<file path="src/rtl/led_dim_sequencer.sv">
module led_dim_sequencer #(
  parameter int IDX_W      = 5,
  parameter int CODE_W     = 5,
  parameter int TICK_SHIFT = 3
) (
  input  logic              clk,
  input  logic              rst,
  input  logic              shutdown_i,
  input  logic              idx_wr_i,
  input  logic [IDX_W-1:0]  idx_wdata_i,
  input  logic              up_wr_i,
  input  logic              dn_wr_i,
  input  logic [IDX_W-1:0]  tgt_wdata_i,
  input  logic              time_wr_i,
  input  logic [CODE_W-1:0] time_code_i,
  input  logic              tick_ms_i,
  output logic [IDX_W-1:0]  idx_o,
  output logic              busy_o
);
  localparam int CNT_W = CODE_W + TICK_SHIFT;

  logic [IDX_W-1:0] idx_q, up_q, dn_q, tgt_q;
  logic             busy_q, dir_up_q, run_up_q;
  logic [CNT_W-1:0] per_q, cnt_q;

  wire              start    = time_wr_i && !busy_q;
  wire [IDX_W-1:0]  sel_tgt  = dir_up_q ? up_q : dn_q;
  wire [IDX_W-1:0]  idx_next = run_up_q ? idx_q + 1'b1 : idx_q - 1'b1;
  wire              last_ms  = cnt_q == per_q - 1'b1;
  wire [CNT_W-1:0]  new_per  = {time_code_i, {TICK_SHIFT{1'b0}}};

  always_ff @(posedge clk) begin
    if (rst) begin
      idx_q    <= '0;
      up_q     <= '0;
      dn_q     <= '0;
      tgt_q    <= '0;
      busy_q   <= 1'b0;
      dir_up_q <= 1'b1;
      run_up_q <= 1'b1;
      per_q    <= '0;
      cnt_q    <= '0;
    end else begin
      if (up_wr_i) begin
        up_q     <= tgt_wdata_i;
        dir_up_q <= 1'b1;
      end
      if (dn_wr_i) begin
        dn_q     <= tgt_wdata_i;
        dir_up_q <= 1'b0;
      end

      if (shutdown_i) begin
        idx_q  <= '0;
        busy_q <= 1'b0;
        cnt_q  <= '0;
      end else if (busy_q) begin
        if (tick_ms_i) begin
          if (last_ms) begin
            cnt_q <= '0;
            idx_q <= idx_next;
            if (idx_next == tgt_q) busy_q <= 1'b0;
          end else begin
            cnt_q <= cnt_q + 1'b1;
          end
        end
      end else if (start) begin
        if (time_code_i == '0 || sel_tgt == idx_q) begin
          idx_q <= sel_tgt;
        end else begin
          busy_q   <= 1'b1;
          tgt_q    <= sel_tgt;
          run_up_q <= dir_up_q;
          per_q    <= new_per;
          cnt_q    <= '0;
        end
      end else if (idx_wr_i) begin
        idx_q <= idx_wdata_i;
      end
    end
  end

  assign idx_o  = idx_q;
  assign busy_o = busy_q;
endmodule

</file>
<file path="config.mk">
export PLATFORM = sky130hd
export DESIGN_NAME = led_dim_sequencer
export DESIGN_NICKNAME = d
export VERILOG_FILES = /design/src/rtl/led_dim_sequencer.sv
export SDC_FILE = /design/constraint.sdc
export NUM_CORES = 1
export LEC_CHECK = 0
export BUFFER_PORTS_ARGS = -buffer_cell sky130_fd_sc_hd__buf_2
export CORE_AREA = 4 4 97 99
export DETAILED_ROUTE_END_ITERATION = 6
export DIE_AREA = 0 0 101 103
export HOLD_SLACK_MARGIN = 0.12
export SLEW_MARGIN = 25
export SYNTH_ARGS = -nofsm -noshare
export SYNTH_HDL_FRONTEND = slang
export SYNTH_SLANG_ARGS = --single-unit
</file>
<file path="constraint.sdc">
create_clock -name clk -period 2.2 [get_ports clk]
set_input_delay 0.22 -clock clk [delete_from_list [all_inputs] [get_ports clk]]
set_output_delay 0.22 -clock clk [all_outputs]
set_load 0.005 [all_outputs]
</file>
==> run summary, run 1 <==
Global routing used 10.3% of the available tracks. The critical path is of the flip-flop to flip-flop type. The run gives 5 as the total clock buffers created by CTS.

Global routing consumed, on the met2 layer, 16.7% of the routing resources. Before antenna repair, the detailed router went through 4 iterations. Busiest layer in global routing: met2. STA puts the critical path data required time at 2.39 ns. Counting flops and latches in the post-synthesis netlist gives 36. In this run the worst path has a maximum fanout of 5. Of all cell types, the one taking the most synthesized area is dfxtp_1. The first global-routing pass estimated 8.51 mm of wire. Most numerous cell in the Yosys netlist: dfxtp_1.

The total count of max-transition violations in the final report came out at 0. The initial utilization of the core area, before any placement, comes to 24.4%. The worst hold path belongs to the class input pin to flip-flop. Fraction of final layout cells with drive strength greater than 1: 25.9%. The proportion of synthesized flip-flops having asynchronous set or reset is 0%, and the areal power density over the cells is 696 nW/um^2.

The endpoint identified for the worst register-to-register timing path is idx_o[3]$_SDFFE_PP0P_. For the final-report setup violation count, the log shows 0. The floorplan step set the die height to 103 um.

The register area share after synthesis is 34.6%. The number of flops mapped to enable cells by yosys was 0. The clock-pin transition on the worst setup and hold timing paths was 0.08 ns; the final wirelength was 5.21 mm. The most common flop cell mapped by yosys was dfxtp_1. Buffers inserted to repair hold after CTS numbered 0.

In this run the cell area of the synthesized design comes to 2080 sq um. The die covers 10400 sq um. The logs give 44 for the initial DRC count and 298 for the number of nets in the final layout. TritonCTS built the clock tree. The count of final hold-check violations was 0; the actual transition at the worst max-transition pin was 0.608 ns. The final worst-path cycle share works out to 95.6%. Setup repair after global routing left no endpoint under its margin. The end point of the critical path was idx_o[3]$_SDFFE_PP0P_. The I/O pin count is 29.

In this run the mean area of a mapped cell was 9.06 sq um. The number of levels the H-tree was split into was 2. Number of standard cells after synthesis: 230. From synthesis to final layout, the design area changed by 23.6%.

The run gives 0.29 ns as the clock insertion delay at the later pin of the skew report. The run gives 0 as the final global-route overflow total. The maximum clock path buffer count was 2; the detailed placer's ending HPWL was 4.00 mm. The count of cell types in the netlist came out at 46.

STA classifies the critical path endpoint as a flip-flop. Once detail routing completed, the nets flagged for antenna violations numbered 0. The setup check on the worst reg-to-reg path leaves a slack of 0.1 ns. The cell area reported after detailed placement came out at 2420 sq um. For the worst setup path, the data arrival time is 2.29 ns.

The routing usage on met1 was 13.3%; the total non-filler cell area in the finished layout was 2580 sq um. Dividing the detail-routed wire length by the instance count gives 13.8 um. The met3 global-route usage was 2.84%.

Clock tree synthesis found a total of 36 sinks. The post-synthesis net count is 259, and the worst setup skew after layout is 0.0134 ns. Across all layers, the routed design uses 1805 vias. The final RePlAce weighted congestion is 0.874, and the remaining design rule violation count is 0. The run finished with clean final reports.

For the standby leakage power, the log shows 1.04 nW. Ranked by total cell area, the synthesized netlist is headed by dfxtp_1, mux2i_1, nor2_1, xnor2_1, ha_1. The number of cells on the worst reg-to-reg path was 8; the headroom to the max-slew limit was 59.2%.

Core box area: 8550 sq um. The source of the critical timing path is per_q[4]$_SDFFE_PP0P_. The logs give 0 for the max capacitance violation total and 1734 for the via count of the first global-routing pass.

The logs give 0 for the number of diodes added for antenna fixing and 34 for the total number of placement rows. Dividing the detail-routed via count by the number of cells gives 4.78. The type of element launching the critical path was a flip-flop.

The number of antenna violations at the first check in global routing was 0; the count of input and output buffers was 28. By count the netlist is led by dfxtp_1, nor2_1, mux2i_1. CTS placed an instance of clkbuf_8 at the clock tree root. Timing would allow up to 476 MHz.

Setup total negative slack on the finished layout was measured at 0 ns. The area share of the leading cell type in the synthesized netlist came out at 34.6%. Subtracting the final worst setup slack from the clock period gives 2.10 ns. Entering global routing, the biggest net connects 24 pins. Worst reg2reg path startpoint: per_q[4]$_SDFFE_PP0P_. The die width is 101 um, and the total number of yosys warnings is 0. The worst-case IR drop observed on VDD is 221 uV.
## registers in the layout (all words and copies together) (netlist names)
| signal | flops |
|---|---|
| idx_o | 5 |
| tgt_q | 5 |
| run_up_q | 1 |
| up_q | 5 |
| dn_q | 5 |
| cnt_q | 8 |
| per_q | 5 |
| dir_up_q | 1 |
| busy_o | 1 |
## cells by family after synthesis
family          Yosys count  synth area share, %
flops                    36                 34.6
compound gates           52                 19.8
fa+ha+maj                 6                 3.96
simple gates             68                 15.1
mux                      25                 12.5
buf+inv                  25                 5.76
xor+xnor                 18                 8.22
## metrics by stage
stage / hold WS (ns) / instances / setup slack [ns] / utilization [%] / power (mW)
after CTS: 0.171 / 377 / 0.0198 / 29.7 / 1.80
after floorplan: 0.314 / 230 / 0.0643 / - / 1.04
after detailed placement: 0.479 / 369 / 0.0112 / 28.3 / 1.19
final: 0.182 / 378 / 0.0975 / 30.1 / 1.79
after global routing: 0.185 / 378 / 0.00778 / 30.1 / 1.88
after global placement: 0.470 / 369 / 0.0576 / 28.3 / 1.18
## worst min path at each step
stage	start	end	slack, ns	cells past startpoint
2_1_floorplan	rst	run_up_q$_SDFFE_PP1P_	0.31	1
3_3_place_gp	cnt_q[7]$_SDFFE_PP0P_	cnt_q[7]$_SDFFE_PP0P_	0.47	1
3_5_place_dp	time_code_i[4]	per_q[7]$_SDFFE_PP0P_	0.48	3
4_1_cts	tgt_wdata_i[2]	dn_q[2]$_SDFFE_PP0P_	0.17	3
5_1_grt	tgt_wdata_i[2]	up_q[2]$_SDFFE_PP0P_	0.18	3
6_report	tgt_wdata_i[2]	dn_q[2]$_SDFFE_PP0P_	0.18	3
## worst max-delay path, cell delays in order, from the launching register on
cell and delay [ns]:
dfxtp_2 0.34, inv_1 0.05, ha_2 0.32, xor2_1 0.15
nand4_1 0.20, o21ai_0 0.27, o2111ai_2 0.24, o31a_1 0.33
o21a_1 0.11
## cell usage in the layout, fill, tap and decap left out, types with 5 or more instances in the layout
cell | Yosys | routed
a211oi_1 | 8 | 8
a32oi_1 | 6 | 6
buf_2 | 0 | 28
buf_4 | 1 | 17
clkbuf_8 | 0 | 5
dfxtp_1 | 36 | 32
inv_1 | 11 | 11
mux2i_1 | 22 | 22
nand2_1 | 5 | 5
nand3_1 | 10 | 10
nor2_1 | 34 | 34
o21a_1 | 5 | 5
o21ai_0 | 6 | 6
xnor2_1 | 11 | 11
xor2_1 | 6 | 6
## repair_timing
action	CTS	global route
pin swaps	1	5
resized for setup	2	6
endpoints found under the setup margin	1	16
buffers inserted	0	1
## power breakdown
group          leakage, nW  total (mW)  switching, mW  internal [mW]
Sequential           0.295       0.734         0.0405          0.694
Clock               0.0548       0.606          0.264          0.342
Combinational        0.687       0.455          0.233          0.221
## per-layer routing
metal  part of all wire [%]  vias up
li1                       -      905
met1                     48      849
met2                     46       43
met3                    4.6        8
met4                    1.9        0
met5                      0        -
## area by class of cell
| cell class | instances | area (sq um) |
|---|---|---|
| clock inverter | 3 | 46.3 |
| inverter | 11 | 41.3 |
| timing repair buffer | 46 | 288 |
| clock buffer | 5 | 68.8 |
| fill | 894 | 5970 |
| tap | 108 | 135 |
| sequential | 36 | 726 |
| multi-input combinational | 169 | 1270 |
(Power assumes the default switching activity.)
==> run 2, diff against run 1 <==
--- a/config.mk
+++ b/config.mk
@@ -9,6 +9,7 @@
 export CORE_AREA = 4 4 97 99
 export DETAILED_ROUTE_END_ITERATION = 6
 export DIE_AREA = 0 0 101 103
+export GPL_TIMING_DRIVEN = 0
 export HOLD_SLACK_MARGIN = 0.12
 export SLEW_MARGIN = 25
 export SYNTH_ARGS = -nofsm -noshare
==> run summary, run 2 (synthesized netlist as in run 1, its figures left out) <==
The die width was 101 um (unchanged). The run gives 0 (unchanged) as the hold-fix buffer count after cts. The logs give 0.983 nW (-5.2%) for the standby leakage power and 1842 (+6.2%) for the via count of the first global-routing pass. Clock-pin transition on the worst setup and hold timing paths: 0.08 ns (about the same).

The number of levels the H-tree was split into was 2 (unchanged). Number of diodes added for antenna fixing: 0 (unchanged). Final RePlAce weighted congestion: 0.814 (-6.9%).

The run gives 0.542 mW (+0.71%) as the total net switching power. For the final wirelength, the log shows 5.36 mm (+2.7%). The share of total power in sequential cells came out at 41.4% (+0.5 points).

The worst setup path is captured at a flip-flop. The total iterations of the first detailed-routing run was 4 (unchanged); the final worst-path cycle share was 98.0% (+2.4 points). The clock insertion delay at the later pin of the skew report was 0.30 ns (about the same); the relative area change from synthesis to final layout was 22.3%. The number of antenna violations at the first check in global routing was 0 (unchanged); the average wire length per cell after detail routing was 14.3 um (+3.8%).

The core box area is 8550 sq um (unchanged), and the starting density of the core is 24.4% (unchanged). The total clock buffers created by CTS is 5 (unchanged), and the area taken by flip-flops and latches is 726 sq um (unchanged). The initial DRC count was 55 (+25%). The relative contribution of combinational cells to total power was 24.9% (-0.4 points); the worst setup skew after layout was 0.00623 ns (-0.00714 ns). The final-report setup violation count is 0 (unchanged). Setup TNS: 0 ns (unchanged). Leading cell type in the layout, fill and taps excluded: nor2_1.

The fraction of final layout cells with drive strength greater than 1 was 23.7% (-2.2 points). For the worst path required time, the log shows 2.39 ns (about the same). Via count: 1762 (-2.4%). The tree is rooted in a clkbuf_8. For the headroom to the max-slew limit, the log shows 55.3% (-3.9 points). The net switching share of the total power is 30.5% (+0.54 points). The flip-flop count of the largest register after layout was 8 (unchanged). The total count of max-transition violations in the final report is 0 (unchanged), and the final global-route overflow total is 0 (unchanged). The slack of the critical path is 0.0448 ns (-0.0527 ns), and the number of antenna-violating nets in the routed design is 0 (unchanged).

The tools report the type of element launching the critical path as a flip-flop. Full die area: 10400 sq um (unchanged). The logs give 0 (unchanged) for the count of final hold-check violations and 33.8% (about the same) for the share of total power in the clock network.

The total number of placement rows is 34 (unchanged). The tightest min-delay check is of the input pin to flip-flop type. The tools report the internal power consumption as 1.23 mW (-1.8%).

The final standard cell utilization of the core is 29.8% (-0.32 points), and the worst hold slack is 0.177 ns (-0.00523 ns). The areal power density over the cells is 696 nW/um^2 (about the same). The run finished with clean final reports.

The worst-path maximum fanout works out to 4 (-1). TritonCTS built the clock tree. Vertical die dimension: 103 um (unchanged). The detailed placer's ending HPWL is 4.08 mm (+2.0%), and the actual transition at the worst max-transition pin is 0.666 ns (+0.0582 ns).

For the maximum clock frequency, the log shows 464 MHz (-2.4%). For the worst slack at placement, the log shows -0.122 ns (-0.133 ns). The worst setup path is of the flip-flop to flip-flop kind. The run gives 0 (unchanged) as the max capacitance violation total.

The total number of clock tree sinks was 36 (unchanged); the pin count of the biggest net entering global routing was 13 (-46%). The run gives 294 (-1.3%) as the number of nets in the final layout. The library cells used most frequently in the layout, excluding fill and tap cells, are nor2_1, dfxtp_1, buf_2. The run gives 2.35 ns (+0.06 ns) as the arrival time at the worst endpoint. The I/O pin count is 29 (unchanged).

The worst-case vdd ir drop came out at 196 uV (-11%). Setup repair after global routing could not meet its margin everywhere. The run gives 1310 sq um (+2.9%) as the footprint of the multi-input gates. The ratio of routed vias to standard cells was 4.71 (-1.3%). The first-pass GRT wire length came out at 9.04 mm (+6.2%). The fill cell instance count of the final layout is 901 (+0.78%).

More flip-flops sit in one register than any other, and that register is cnt_q. Global-route usage over all layers: 11.1% (+0.77 points). The maximum clock path buffer count was 2 (unchanged); the count of input and output buffers was 26 (-7.1%). The shortest clock period the worst path allows after layout is 2.16 ns (+0.0527 ns). The remaining design rule violation count came out at 0 (unchanged).
[run 2: cell types whose count changed in the layout (fill, tap and decap cells not counted), moves of 2 or more]
| cell | delta |
|---|---|
| clkbuf_1 | +8 |
| buf_4 | -13 |
| buf_6 | +3 |
| buf_2 | -2 |
| mux2i_1 | -2 |
| inv_2 | +2 |
| inv_1 | -2 |
[run 2: cell type report]
class	count	area share, %
buffer	13	2.94
clock buffer	5	2.70
clock inverter	3	1.67
inverter	11	1.62
multi-input combinational	169	51.3
sequential	36	28.5
tap	108	5.30
timing repair buffer	29	5.99
[run 2: power by group through the flow]
stage / registers, mW / clock network, mW / logic [mW]
2_1_floorplan: 0.735 / 0 / 0.307
3_3_place_gp: 0.743 / 0 / 0.403
5_1_grt: 0.741 / 0.650 / 0.490
4_1_cts: 0.732 / 0.617 / 0.420
6_report: 0.735 / 0.599 / 0.441
3_5_place_dp: 0.744 / 0 / 0.411
[run 2: path summary, 6_finish.rpt]
| kind | slack (ns) | end | start | depth (start not counted) |
|---|---|---|---|---|
| min reg2reg | 0.50 | cnt_q[7]$_SDFFE_PP0P_ | cnt_q[7]$_SDFFE_PP0P_ | 1 |
| max reg2reg | 0.04 | idx_o[0]$_SDFFE_PP0P_ | per_q[3]$_SDFFE_PP0P_ | 8 |
| min | 0.18 | per_q[4]$_SDFFE_PP0P_ | time_code_i[1] | 3 |
| max | 0.04 | idx_o[0]$_SDFFE_PP0P_ | per_q[3]$_SDFFE_PP0P_ | 8 |
[run 2: stage by stage]
| stage | instances | cell area (sq um) | total power [mW] |
|---|---|---|---|
| after detailed placement | 364 | 2350 | 1.15 |
| after floorplan | 230 | 2080 | 1.04 |
| after CTS | 373 | 2490 | 1.77 |
| after global placement | 364 | 2350 | 1.15 |
| after global routing | 374 | 2550 | 1.88 |
| final | 374 | 2550 | 1.78 |
[run 2: timing repair]
action | in CTS | in global routing
gates resized for setup | 4 | 12
setup buffers | 2 | 1
endpoints found under the hold margin | 0 | 0
endpoints found under the setup margin | 11 | 12
pin swaps | 6 | 4
[run 2: worst max-delay path: stages, from the launching register on]
cell and delay [ns]:
dfxtp_2 0.36, inv_2 0.05, ha_4 0.16, o21ba_1 0.17, a221o_1 0.41, a211oi_4 0.29, nand2_1 0.09, a211o_1 0.26
a32o_1 0.25
[run 2: routing by layer]
layer / up-vias / routed length [um] / GRT usage, %
met2: 31 / 2570 / 17.8
met4: 0 / 22 / 3.37
met5: - / 0 / 0
met1: 832 / 2550 / 14.1
met3: 2 / 214 / 3.72
li1: 897 / - / -
